**config.mk**
```make
export PLATFORM = sky130hd
export DESIGN_NAME = bus_window_timer
export DESIGN_NICKNAME = d
export VERILOG_FILES = /design/src/rtl/bwt_pkg.sv /design/src/rtl/bwt_classify.sv /design/src/rtl/bwt_slow_clock.sv /design/src/rtl/bwt_access_seq.sv /design/src/rtl/bus_window_timer.sv
export SDC_FILE = /design/constraint.sdc
export NUM_CORES = 1
export LEC_CHECK = 0
export BUFFER_PORTS_ARGS = -buffer_cell sky130_fd_sc_hd__buf_4
export CORE_AREA = 3 3 44 56
export CTS_CLUSTER_SIZE = 20
export DETAILED_ROUTE_END_ITERATION = 12
export DIE_AREA = 0 0 47 59
export PLACE_DENSITY = 0.79
export SLEW_MARGIN = 10
export SYNTH_ARGS = -nofsm -noshare
export SYNTH_HDL_FRONTEND = slang
export SYNTH_SLANG_ARGS = --single-unit
```
**constraint.sdc**
```tcl
create_clock -name clk -period 2.25 [get_ports clk]
set_input_delay 0.1125 -clock clk [delete_from_list [all_inputs] [get_ports clk]]
set_output_delay 0.1125 -clock clk [all_outputs]
set_load 0.03 [all_outputs]
```
**src/rtl/bwt_pkg.sv**
```systemverilog
package bwt_pkg;

  typedef enum logic [1:0] {
    KIND_FAST = 2'd0,
    KIND_ROM  = 2'd1,
    KIND_SLOW = 2'd2
  } acc_kind_t;

  typedef enum logic [2:0] {
    SEQ_IDLE = 3'd0,
    SEQ_FAST = 3'd1,
    SEQ_WAIT = 3'd2,
    SEQ_RUN  = 3'd3,
    SEQ_DONE = 3'd4
  } seq_state_t;

endpackage

```
**src/rtl/bwt_classify.sv**
```systemverilog
module bwt_classify
  import bwt_pkg::*;
#(
  parameter int          BANK_W      = 8,
  parameter logic [7:0]  SLOW_BANK_A = 8'hE0,
  parameter logic [7:0]  SLOW_BANK_B = 8'hE1
) (
  input  logic              is_rom,
  input  logic [BANK_W-1:0] bank,
  output acc_kind_t         kind
);

  logic in_slow;

  assign in_slow = (bank == BANK_W'(SLOW_BANK_A)) || (bank == BANK_W'(SLOW_BANK_B));

  always_comb begin
    if (is_rom)       kind = KIND_ROM;
    else if (in_slow) kind = KIND_SLOW;
    else              kind = KIND_FAST;
  end

endmodule

```
**src/rtl/bwt_slow_clock.sv**
```systemverilog
module bwt_slow_clock #(
  parameter int SLOW_CYCLES   = 14,
  parameter int LONG_CYCLES   = 16,
  parameter int STRETCH_EVERY = 64
) (
  input  logic                           clk,
  input  logic                           rst,
  output logic [$clog2(LONG_CYCLES)-1:0] phase,
  output logic                           long_win,
  output logic                           win_end
);

  localparam int PH_W  = $clog2(LONG_CYCLES);
  localparam int WIN_W = (STRETCH_EVERY > 1) ? $clog2(STRETCH_EVERY) : 1;

  logic [PH_W-1:0]  ph_q;
  logic [WIN_W-1:0] win_q;
  logic [PH_W-1:0]  last_ph;

  assign long_win = (win_q == '0);
  assign last_ph  = long_win ? PH_W'(LONG_CYCLES - 1) : PH_W'(SLOW_CYCLES - 1);
  assign win_end  = (ph_q == last_ph);
  assign phase    = ph_q;

  always_ff @(posedge clk) begin
    if (rst) begin
      ph_q  <= '0;
      win_q <= '0;
    end else if (win_end) begin
      ph_q  <= '0;
      win_q <= (win_q == WIN_W'(STRETCH_EVERY - 1)) ? '0 : win_q + 1'b1;
    end else begin
      ph_q  <= ph_q + 1'b1;
    end
  end

endmodule

```
**src/rtl/bwt_access_seq.sv**
```systemverilog
module bwt_access_seq
  import bwt_pkg::*;
#(
  parameter int FAST_CYCLES = 5
) (
  input  logic      clk,
  input  logic      rst,
  input  logic      req_valid,
  input  acc_kind_t kind,
  input  logic      win_end,
  output logic      ready,
  output logic      done
);

  localparam int CNT_W = (FAST_CYCLES > 1) ? $clog2(FAST_CYCLES) : 1;

  seq_state_t       st_q, st_n;
  logic [CNT_W-1:0] cnt_q, cnt_n;
  logic             ready_q, done_q;

  always_comb begin
    st_n  = st_q;
    cnt_n = cnt_q;
    unique case (st_q)
      SEQ_IDLE: begin
        if (req_valid) begin
          if (kind == KIND_SLOW) begin
            st_n = win_end ? SEQ_RUN : SEQ_WAIT;
          end else begin
            st_n  = SEQ_FAST;
            cnt_n = CNT_W'(FAST_CYCLES - 1);
          end
        end
      end
      SEQ_FAST: begin
        if (cnt_q == '0) st_n = SEQ_DONE;
        else             cnt_n = cnt_q - 1'b1;
      end
      SEQ_WAIT: if (win_end) st_n = SEQ_RUN;
      SEQ_RUN:  if (win_end) st_n = SEQ_DONE;
      SEQ_DONE: st_n = SEQ_IDLE;
      default:  st_n = SEQ_IDLE;
    endcase
  end

  always_ff @(posedge clk) begin
    if (rst) begin
      st_q    <= SEQ_IDLE;
      cnt_q   <= '0;
      ready_q <= 1'b1;
      done_q  <= 1'b0;
    end else begin
      st_q    <= st_n;
      cnt_q   <= cnt_n;
      ready_q <= (st_n == SEQ_IDLE);
      done_q  <= (st_n == SEQ_DONE);
    end
  end

  assign ready = ready_q;
  assign done  = done_q;

endmodule

```
**src/rtl/bus_window_timer.sv**
```systemverilog
module bus_window_timer
  import bwt_pkg::*;
#(
  parameter int         BANK_W        = 8,
  parameter logic [7:0] SLOW_BANK_A   = 8'hE0,
  parameter logic [7:0] SLOW_BANK_B   = 8'hE1,
  parameter int         FAST_CYCLES   = 5,
  parameter int         SLOW_CYCLES   = 14,
  parameter int         LONG_CYCLES   = 16,
  parameter int         STRETCH_EVERY = 64
) (
  input  logic                           clk,
  input  logic                           rst,
  input  logic                           req_valid,
  input  logic                           req_rom,
  input  logic [BANK_W-1:0]              req_bank,
  output logic                           ready,
  output logic                           done,
  output logic [$clog2(LONG_CYCLES)-1:0] slow_phase,
  output logic                           slow_long
);

  acc_kind_t kind;
  logic      win_end;
  logic      accept;

  assign accept = req_valid & ready;

  bwt_classify #(
    .BANK_W(BANK_W), .SLOW_BANK_A(SLOW_BANK_A), .SLOW_BANK_B(SLOW_BANK_B)
  ) u_class (
    .is_rom(req_rom), .bank(req_bank), .kind(kind)
  );

  bwt_slow_clock #(
    .SLOW_CYCLES(SLOW_CYCLES), .LONG_CYCLES(LONG_CYCLES), .STRETCH_EVERY(STRETCH_EVERY)
  ) u_clock (
    .clk(clk), .rst(rst), .phase(slow_phase), .long_win(slow_long), .win_end(win_end)
  );

  bwt_access_seq #(
    .FAST_CYCLES(FAST_CYCLES)
  ) u_seq (
    .clk(clk), .rst(rst), .req_valid(accept), .kind(kind), .win_end(win_end),
    .ready(ready), .done(done)
  );

endmodule

```
---- Word-level counts from Yosys, hierarchy flattened ----
Index checks and enable logic that the tools add are counted.
word-level totals
  flip-flop bits (word level) ............. 18
  input port bits ......................... 12
  output and inout bits ................... 7
cells by class
  add/sub/neg operators ................... 3
  equality and inequality tests ........... 12
  mux-type cells .......................... 15
  bitwise operators ....................... 1
  reduce and logical (&&, ||, !) cells .... 8
operators by type and width
  kind                 count
  $mux 3               8
  $eq 8x8->1 const B   2
  $pmux 3 s4           1
  $logic_not 3->1      3
  $add 6x1->6 const B  1
  $eq 3x2->1 const B   2
  $eq 6x6->1 const B   1
  $logic_not 6->1      1
  $mux 2               3
  $mux 6               1
  $ne 2x2->1 const B   3
  $pmux 3 s2           1
  $add 4x1->4 const B  1
  $eq 4x4->1           1
  $reduce_and 4->1     1
  $eq 3x1->1 const B   1
  $eq 3x3->1 const B   1
  $sub 3x1->3 const B  1
  $eq 2x2->1 const B   1
  $reduce_bool 2->1    1
  $reduce_or 2->1      1
  $and 1x1->1          1
  $logic_or 1x1->1     1
  $mux 1               1

---- Depth between registers and ports, before layout ----
Gate-level depths: netlist of run 1.
  depth in word-level cells ............... 9
  mapped depth ............................ 7
  depth with buffers taken out ............ 7

---- Cells and area by module ----
Synthesis of run 1 repeated with hierarchy kept, for this count alone.
second synthesis, totals
  cells, all modules ...................... 113
  area, all modules ....................... 992.2 um^2
modules (own cells, without submodules)
  module            times used  cells an instance  area each (um^2)  seq. area each (um^2)
  bwt_slow_clock    1           62                 541.8             200.2
  bwt_access_seq    1           46                 412.9             160.2
  bwt_classify      1           4                  31.3              0.0
  bus_window_timer  1           1                  6.3               0.0

---- Worst setup path before layout of run 1 ----
No wires, ideal clock.
  kind .................................... reg2reg
  start ................................... register u_clock.win_q[0]
  end ..................................... register u_clock.win_q[3]
  setup time .............................. 0.071 ns
  arrival time ............................ 2.076 ns
  setup slack ............................. 0.103 ns
  cell stages (with the launch flop) ...... 8
  path buffers ............................ 0
  period minus slack after synthesis ...... 2.147 ns
  cells stage by stage .................... dfxtp_1 -> inv_1 -> ha_1 -> or4b_4 -> o21a_4 -> nor3_4 -> or4b_1 -> a21oi_1
between the ends
  cells in the longest elaborated chain, start to end .. 3
  elaborated cells on any way between the ends .. 6
  those cells by class .................... add/sub (1); eq/ne (2); mux (2); reduce/logical (1)
ends and longest elaborated chain
  what                                                                 line                  source
  from (decl)                                                          bwt_slow_clock.sv:17  logic [WIN_W-1:0] win_q;
  from (signal assigned)                                               bwt_slow_clock.sv:31  win_q <= (win_q == WIN_W'(STRETCH_EVERY - 1)) ? '0 : win_q + 1'b1;
  parallel branches: the longest is 3 deep, another holds $add 6x1->6  -
Several ways; the timed one is not identified.
A chain may end at the register's enable or synchronous reset.

---- Worst setup path after layout of run 1 ----
  start ................................... register u_clock.win_q[1]
  end ..................................... register u_seq.ready_q (netlist: u_seq.ready)
between the ends
  cells in the longest elaborated chain, start to end .. 8
  elaborated cells on any way between the ends .. 10
  those cells by class .................... eq/ne (1); mux (7); reduce/logical (2)
ends and longest elaborated chain
  what                  line                  source
  $logic_not 6->1 (*)   bwt_slow_clock.sv:20  assign long_win = (win_q == '0);
  $mux 2 (*)            bwt_slow_clock.sv:21  assign last_ph = long_win ? PH_W'(LONG_CYCLES - 1) : PH_W'(SLOW_CYCLES - 1);
  $eq 4x4->1 (*)        bwt_slow_clock.sv:22  assign win_end = (ph_q == last_ph);
  $mux 1                bwt_access_seq.sv:28  st_n = win_end ? SEQ_RUN : SEQ_WAIT;
  $mux 3                bwt_access_seq.sv:27  if (kind == KIND_SLOW) begin
  $mux 3                bwt_access_seq.sv:26  if (req_valid) begin
  $pmux 3 s4 (*)        bwt_access_seq.sv:24  unique case (st_q)
  $logic_not 3->1 (*)   bwt_access_seq.sv:55  ready_q <= (st_n == SEQ_IDLE);
  to (signal assigned)  bwt_access_seq.sv:55
  to (decl)             bwt_access_seq.sv:19  logic ready_q, done_q;
Mark *: on every way between the ends. The rest lies on a longest branch, timed or not.

==> impl_metrics.py, run 1 <==
metrics = {
    "run_status": {
        "status": "finished, final reports clean",
    },
    "placement": {
        "place_hpwl_um": 1470,
        "post-place-ws_ps": 92.3,
        "routabilityCongestion": 0.749,
        "port_buffers": 17,
    },
    "clock_tree": {
        "cts_tree": "done",
        "clk_latency_ps": 290,
        "h-tree-depth": 1,
        "cts_made_buffers": 3,
        "cts_buffer_depth": 2,
        "cts.clk_slew.worst_paths_ps": 110,
        "root_buffer": "clkbuf_4",
        "cts.sinks": 18,
    },
    "die": {
        "fp-row-count": 18,
        "boundaryPins": 19,
        "coreArea_um2": 1980,
        "die_h_um": 59,
        "die_x_um": 47,
        "die_area_um2": 2770,
        "start_util": 0.467,
    },
    "logic_synthesis": {
        "ys_warn_count": 0,
        "synthXorXnorAreaFrac": 0.0284,
        "syn_nets": 120,
        "ys_ff_latch": 18,
        "synth_area_leaders": "dfxtp_1 (39%), ha_1 (6.8%), nor2_1 (4.9%)",
        "post_synth_instance_area_um2": 925,
        "synth_top_area_cell": "dfxtp_1",
        "synth_compound_area_frac": 0.137,
        "syn_inst": 103,
        "synthMuxAreaShare": 0.0433,
        "yosys.cell_types.count": 36,
        "synth_top_family_by_area": "simple AND/OR/NAND/NOR gates",
        "syn_area_per_cell_um2": 8.98,
        "synthAdderAreaFrac": 0.0677,
        "yosys.area_share.simple": 0.286,
        "ys_seq_area_frac": 0.390,
        "synth_top_area_share": 0.390,
    },
    "final_layout": {
        "n_fill_cell": 204,
        "multiInputGateArea_um2": 526,
        "synthToLayoutAreaGrowth_pct": 22.1,
        "drive_above_1_share": 0.258,
        "register_area_um2": 362,
        "num_antenna_cells": 0,
        "final_nets": 142,
    },
    "worst_setup_path": {
        "cp_data_required_time_ps": 2440,
        "crit_fanout": 6,
        "crit_path_end_kind": "register",
        "cp.arrival_ps": 2320,
        "crit_type": "register to register",
        "startpoint_type": "register",
    },
    "sta": {
        "worst_pin_slew_ps": 449,
        "max_freq_mhz": 471,
        "min_period_over_period": 0.944,
        "fin_ws_ps": 126,
        "setup_viol": 0,
        "tns_ps": 0,
        "slew_violations": 0,
        "hold_ws_ps": 107,
        "min_period_ps": 2120,
        "grt_setup_unrepaired": "false",
        "hold_viol_final": 0,
        "maxSlewHeadroom": 0.699,
        "finClkSkew_ps": 2.78,
    },
    "detailed_routing": {
        "routedWlPerCell_um": 13.1,
        "drc": 0,
        "vias": 805,
        "routed_via_density": 5.59,
        "ant_nets": 0,
        "dr.pass1.iters": 4,
        "wl_um": 1880,
        "drtIter0Drc": 13,
    },
    "power": {
        "total_leakage_power_nw": 0.456,
        "vdd_drop_max_uv": 335,
        "power.switching_mw": 0.196,
        "clockPowerShare": 0.284,
        "combPwrFrac": 0.201,
        "p_int_mw": 0.507,
        "switching_share": 0.279,
        "powerDensity_nw_per_um2": 623,
        "sequentialPowerShare": 0.514,
    },
    "global_routing": {
        "grt_overflow": 0,
        "grt_pass1_wl_um": 3020,
        "grt_max_degree": 17,
        "antenna_found_initial": 0,
        "track_usage": 0.149,
        "first_global_vias": 751,
    },
    "job": {
        "maxCapViolCount": 0,
    },
    "min_path": {
        "worstHoldPathType": "primary input to register",
    },
}
[synthesized netlist by cell type]
cell type  count
nand4b_1       1
buf_6          1
and3_1         1
or3_1          1
o41ai_1        1
inv_1          6
xnor2_1        2
or4b_1         1
nor3_4         1
o21a_4         1
nor3b_1        1
or4b_4         1
a21oi_1        8
o211a_1        2
a221oi_1       1
nand2_1        9
a31oi_1        1
nand2b_1       1
nor2_1        12
xor2_1         1
nor3_2         1
ha_1           5
nor3_1         4
a2bb2oi_1      1
clkbuf_1       3
o21ai_0        2
and4b_1        1
nor4_1         1
nor4b_1        3
mux2i_1        4
nand3_1        3
a31o_2         1
nor2b_1        1
dfxtp_1       18
nor4bb_1       1
or2_2          1
[cell usage in the layout (no fill, tap or decap), drive strengths merged, types with 2 or more instances in the layout]
master,n
nor2,12
ha,5
xnor2,2
buf,21
o211a,2
a21oi,8
clkbuf,4
inv,6
nand3,3
nand2,9
or4b,2
o21ai,2
mux2i,4
nor3,6
dfxtp,18
nor4b,3
[power by group through the flow]
stage	Sequential, mW	Clock (mW)	Combinational [mW]
after global routing	0.365	0.215	0.156
after detailed placement	0.368	0	0.141
after global placement	0.367	0	0.138
after CTS	0.361	0.207	0.142
final	0.362	0.200	0.141
after floorplan	0.380	0	0.0818
[path summary, 6_finish.rpt]
kind / startpoint / end / slack, ps / cells past startpoint
worst min-delay path: rst / u_seq.cnt_q[2] / 110 / 2
worst min register to register: u_seq.cnt_q[2] / u_seq.cnt_q[2] / 460 / 2
worst max-delay path: u_clock.win_q[1] / u_seq.ready / 130 / 8
worst max register to register: u_clock.win_q[1] / u_seq.ready / 130 / 8
[worst max-delay path, stage by stage (launching register included)]
cell and delay, ps:
dfxtp_2 360, inv_1 60, ha_1 120, or4b_4 500, o21a_4 240, nor3_4 150, buf_4 180, a221oi_1 100
nor4_1 320
[flip-flops by register name (all words and copies together), names as in the netlist]
| name | flops |
|---|---|
| u_seq.done | 1 |
| u_seq.st_q | 3 |
| u_clock.phase | 4 |
| u_seq.cnt_q | 3 |
| u_clock.win_q | 6 |
| u_seq.ready | 1 |
[layout make-up]
| cell class | count | share of cell area |
|---|---|---|
| clock buffers | 4 | 0.0322 |
| inverters | 6 | 0.0200 |
| multi-input cells | 75 | 0.466 |
| flip-flops and latches | 18 | 0.320 |
| well taps | 20 | 0.0222 |
| repair buffers | 21 | 0.140 |
[metal layers]
| layer | share of wire | up-vias | global-route usage |
|---|---|---|---|
| li1 | - | 410 | - |
| met1 | 0.42 | 378 | 0.178 |
| met2 | 0.53 | 17 | 0.260 |
| met3 | 0.046 | 0 | 0.0365 |
| met4 | 0 | 0 | 0.0356 |
| met5 | 0 | - | 0 |
[cell families after synthesis]
kind of cell | Yosys count
mux | 4
compound gates | 18
xor+xnor | 3
fa+ha+maj | 5
flops | 18
simple gates | 45
buf+inv | 10
[through the flow]
| step | instance area, um2 | power (mW) | instances | util |
|---|---|---|---|---|
| after floorplan | 925 | 0.462 | 103 | - |
| after global placement | 1080 | 0.505 | 139 | 0.544 |
| after detailed placement | 1080 | 0.509 | 139 | 0.544 |
| after CTS | 1110 | 0.710 | 143 | 0.562 |
| after global routing | 1130 | 0.736 | 144 | 0.569 |
| final | 1130 | 0.703 | 144 | 0.569 |
[repair_timing]
item                       CTS  global route
resized for setup            0             2
hold buffers                 0             0
setup endpoints to repair    0             3
buffers inserted             0             1
(Power assumes the default switching activity.)
==> run 2: changes to the inputs <==
--- a/config.mk
+++ b/config.mk
@@ -6,10 +6,10 @@
 export NUM_CORES = 1
 export LEC_CHECK = 0
 export BUFFER_PORTS_ARGS = -buffer_cell sky130_fd_sc_hd__buf_4
-export CORE_AREA = 3 3 44 56
+export CORE_AREA = 3 3 49 51
 export CTS_CLUSTER_SIZE = 20
 export DETAILED_ROUTE_END_ITERATION = 12
-export DIE_AREA = 0 0 47 59
+export DIE_AREA = 0 0 52 54
 export PLACE_DENSITY = 0.79
 export SLEW_MARGIN = 10
 export SYNTH_ARGS = -nofsm -noshare
==> impl_metrics.py, run 2 (same netlist as run 1, synthesis figures left out) <==
metrics = {
    "placement": {
        "port_buffers": 17,
        "place_hpwl_um": 1310,
        "placedCellCount": 147,
        "routabilityCongestion": 0.788,
        "post-place-ws_ps": 117,
    },
    "sta": {
        "fin_ws_ps": 102,
        "finClkSkew_ps": 6.44,
        "min_period_ps": 2150,
        "tns_ps": 0,
        "slew_violations": 0,
        "worst_pin_slew_ps": 436,
        "maxSlewHeadroom": 0.708,
        "hold_viol_final": 0,
        "min_period_over_period": 0.955,
        "setup_viol": 0,
        "max_freq_mhz": 465,
        "grt_setup_unrepaired": "false",
    },
    "detailed_routing": {
        "vias": 781,
        "routed_via_density": 5.17,
        "wl_um": 1770,
        "routedWlPerCell_um": 11.7,
        "ant_nets": 0,
        "dr.pass1.iters": 4,
        "drc": 0,
        "drtIter0Drc": 12,
    },
    "job": {
        "maxCapViolCount": 0,
    },
    "worst_setup_path": {
        "cp_data_required_time_ps": 2480,
        "crit_fanout": 6,
        "crit_path_end_kind": "register",
        "startpoint_type": "register",
        "crit_type": "register to register",
        "cp.arrival_ps": 2380,
    },
    "final_layout": {
        "synthToLayoutAreaGrowth_pct": 21.7,
        "final_nets": 143,
        "drive_above_1_share": 0.258,
        "largest_register_ffs": 6,
        "num_antenna_cells": 0,
        "final_common_cell": "buf_4",
        "register_area_um2": 362,
        "fin_util": 0.568,
        "n_fill_cell": 176,
        "fin_cells": 151,
        "top_register": "u_clock.win_q",
        "layout_common_cells": "buf_4 (22), dfxtp_1 (17), nor2_1 (12)",
        "multiInputGateArea_um2": 519,
    },
    "clock_tree": {
        "cts_made_buffers": 3,
        "cts.clk_slew.worst_paths_ps": 100,
        "cts.sinks": 18,
        "root_buffer": "clkbuf_4",
        "cts_buffer_depth": 2,
        "ctsHoldBuffers": 0,
        "cts_tree": "done",
        "h-tree-depth": 1,
        "clk_latency_ps": 290,
    },
    "global_routing": {
        "grt_overflow": 0,
        "grt_use_met1": 0.171,
        "grt_max_degree": 17,
        "global_route.peak_usage_layer": "met2",
        "grtUsageMet3": 0.0249,
        "track_usage": 0.143,
        "antenna_found_initial": 0,
        "grt_use_met2": 0.236,
        "first_global_vias": 749,
        "grt_pass1_wl_um": 2970,
    },
    "power": {
        "powerDensity_nw_per_um2": 591,
        "power_mw": 0.664,
        "total_leakage_power_nw": 0.448,
        "vdd_drop_max_uv": 323,
    },
    "die": {
        "start_util": 0.467,
        "boundaryPins": 19,
        "coreArea_um2": 1980,
        "die_h_um": 54,
        "fp-row-count": 16,
        "die_x_um": 52,
        "die_area_um2": 2810,
    },
    "min_path": {
        "worstHoldPathType": "primary input to register",
    },
    "run_status": {
        "status": "finished, final reports clean",
    },
}
## run 2: final timing paths
check                                 startpoint          endpoint  slack (ps)  cells past startpoint
worst max-delay path            u_clock.win_q[1]  u_clock.win_q[3]         100                      7
worst min-delay path                         rst  u_clock.win_q[1]         110                      2
worst max register to register  u_clock.win_q[1]  u_clock.win_q[3]         100                      7
worst min register to register    u_seq.cnt_q[2]    u_seq.cnt_q[2]         470                      2
## run 2: timing repair
action	CTS	global route
setup buffers	0	1
gates resized for setup	0	1
setup endpoints to repair	0	1
## run 2: area by class of cell
cell class | count | share of cell area
clock buffer | 3 | 0.0200
timing repair buffer | 22 | 0.147
multi-input combinational | 75 | 0.462
sequential | 18 | 0.321
tap | 27 | 0.0300
inverter | 6 | 0.0200
## run 2: where the power goes
group          leakage, nW  internal, mW  switching [mW]  total [mW]
Clock               0.0138        0.0622          0.0982       0.160
Combinational        0.287        0.0692          0.0738       0.143
Sequential           0.147         0.340          0.0216       0.361
Total                0.448         0.471           0.194       0.664
## run 2: metal layers
| metal | part of all wire | wire length, um |
|---|---|---|
| met5 | 0 | 0 |
| met4 | 0.019 | 34 |
| met3 | 0.045 | 79 |
| met2 | 0.47 | 825 |
| met1 | 0.47 | 826 |
## run 2: per-stage QoR
stage,hold WS [ps],cell area [um2]
after floorplan,354,925
after global placement,410,1090
after detailed placement,421,1090
after CTS,108,1120
after global routing,118,1120
final,108,1120
## run 2: worst max-delay path: stages, from the launching register on
cell and delay, ps:
dfxtp_2 360, inv_1 60, ha_1 140, or4b_4 480, o21a_4 230, nor3_4 230, or4b_1 450, a21oi_1 140
==> run 3: changes to the inputs <==
--- a/config.mk
+++ b/config.mk
@@ -10,6 +10,7 @@
 export CTS_CLUSTER_SIZE = 20
 export DETAILED_ROUTE_END_ITERATION = 12
 export DIE_AREA = 0 0 52 54
+export MAX_ROUTING_LAYER = met4
 export PLACE_DENSITY = 0.79
 export SLEW_MARGIN = 10
 export SYNTH_ARGS = -nofsm -noshare
==> impl_metrics.py, run 3 (same netlist as run 1, synthesis figures left out) <==
metrics = {
    "sta": {
        "slew_violations": 0,
        "worst_pin_slew_ps": 436,
        "min_period_ps": 2150,
        "min_period_over_period": 0.954,
        "max_freq_mhz": 466,
        "grt_setup_unrepaired": "false",
        "maxSlewHeadroom": 0.708,
        "setup_viol": 0,
        "hold_viol_final": 0,
        "finClkSkew_ps": 5.53,
        "tns_ps": 0,
    },
    "final_layout": {
        "design_area_um2": 1120,
        "final_common_cell": "buf_4",
        "drive_above_1_share": 0.258,
        "num_antenna_cells": 0,
        "n_fill_cell": 176,
        "top_register": "u_clock.win_q",
        "largest_register_ffs": 6,
        "synthToLayoutAreaGrowth_pct": 21.7,
        "fin_cells": 151,
        "fin_util": 0.568,
        "layout_common_cells": "buf_4 (22), dfxtp_1 (17), nor2_1 (12)",
        "final_nets": 143,
    },
    "worst_setup_path": {
        "crit_fanout": 6,
        "rr_endpoint": "u_clock.win_q[3]",
        "cpPeakStageDelay_ps": 480,
        "crit_start": "u_clock.win_q[1]",
        "cp_data_required_time_ps": 2480,
        "cp_cell_sequence": "inv_1 > ha_1 > or4b_4 > o21a_4 > nor3_4 > or4b_1 > a21oi_1",
        "crit_type": "register to register",
        "rr_worst_depth": 7,
        "crit_path_end_kind": "register",
        "regToRegStartpoint": "u_clock.win_q[1]",
        "cp.arrival_ps": 2380,
        "startpoint_type": "register",
        "r2r_slack_ps": 100,
        "slowest_stage": "or4b_4",
    },
    "detailed_routing": {
        "routed_via_density": 5.14,
        "routedWlPerCell_um": 11.8,
        "vias": 776,
        "dr.pass1.iters": 4,
        "drtIter0Drc": 12,
        "drc": 0,
        "wl_um": 1780,
        "ant_nets": 0,
    },
    "job": {
        "maxCapViolCount": 0,
    },
    "power": {
        "switching_share": 0.292,
        "power_mw": 0.665,
        "sequentialPowerShare": 0.543,
        "clockPowerShare": 0.242,
        "total_leakage_power_nw": 0.448,
        "vdd_drop_max_uv": 324,
        "combPwrFrac": 0.215,
        "power.switching_mw": 0.194,
        "powerDensity_nw_per_um2": 591,
        "p_int_mw": 0.471,
    },
    "clock_tree": {
        "ctsHoldBuffers": 0,
        "cts.sinks": 18,
        "clk_latency_ps": 290,
        "cts_tree": "done",
        "cts.clk_slew.worst_paths_ps": 100,
        "h-tree-depth": 1,
        "root_buffer": "clkbuf_4",
        "cts_buffer_depth": 2,
        "cts_made_buffers": 3,
    },
    "global_routing": {
        "grt_overflow": 0,
        "grt_max_degree": 17,
        "track_usage": 0.147,
        "first_global_vias": 750,
        "antenna_found_initial": 0,
        "grt_pass1_wl_um": 2970,
    },
    "placement": {
        "port_buffers": 17,
        "routabilityCongestion": 0.799,
        "placedCellCount": 147,
        "place_hpwl_um": 1310,
        "placed_area_um2": 1090,
    },
    "min_path": {
        "worstHoldPathType": "primary input to register",
        "hold_path_end": "u_clock.win_q[1]",
        "hold_path_startpoint": "rst",
        "hold_depth": 2,
    },
    "die": {
        "die_h_um": 54,
        "start_util": 0.467,
        "die_x_um": 52,
        "boundaryPins": 19,
        "coreArea_um2": 1980,
        "fp-row-count": 16,
        "die_area_um2": 2810,
    },
    "run_status": {
        "status": "finished, final reports clean",
    },
}
run 3: cell counts in the layout (fill, tap and decap cells not counted):
No cell type changed its count.
run 3: power by group through the flow:
stage	clock network [mW]	logic [mW]	registers, mW
after floorplan	0	0.0818	0.380
after global placement	0	0.138	0.367
after detailed placement	0	0.142	0.368
after CTS	0.164	0.143	0.361
after global routing	0.177	0.158	0.365
final	0.161	0.143	0.361
run 3: repair_timing:
| action | CTS | global route |
|---|---|---|
| hold endpoints to repair | 0 | 0 |
| setup endpoints to repair | 0 | 1 |
| setup buffers | 0 | 1 |
| resized for setup | 0 | 1 |
run 3: per-stage QoR:
step	hold slack (ps)	worst slack (ps)
detailed placement	421	117
global route	118	2.19
finish	109	103
global placement	410	151
CTS	108	88.5
floorplan	354	103
run 3: worst max-delay path by stage:
stage                  endpoint  slack (ps)
5_1_grt        u_clock.win_q[3]           2
3_5_place_dp   u_clock.win_q[3]         120
3_3_place_gp   u_clock.win_q[3]         150
2_1_floorplan  u_clock.win_q[3]         100
6_report       u_clock.win_q[3]         100
4_1_cts        u_clock.win_q[3]          90
run 3: per-layer routing:
metal | wire, um | vias up | global-route usage
li1 | - | 409 | -
met1 | 828 | 344 | 0.171
met2 | 837 | 19 | 0.236
met3 | 82 | 4 | 0.0249
met4 | 31 | 0 | 0.0917
met5 | 0 | - | -
run 3: final cells by class:
type / instances / area [um2] / share of cell area
clock buffers: 3 / 22.5 / 0.0200
inverters: 6 / 22.5 / 0.0200
well taps: 27 / 33.8 / 0.0300
flip-flops and latches: 18 / 362 / 0.321
multi-input cells: 75 / 519 / 0.462
repair buffers: 22 / 165 / 0.147
run 3: worst max-delay path, delay by kind of cell, from the launching register on:
family,cells,cell delay [ps]
AOI/OAI and AO/OA,2,370
adders and majority gates,1,140
buffers and inverters,1,60
DFF,1,360
and+or+nand+nor,3,1160
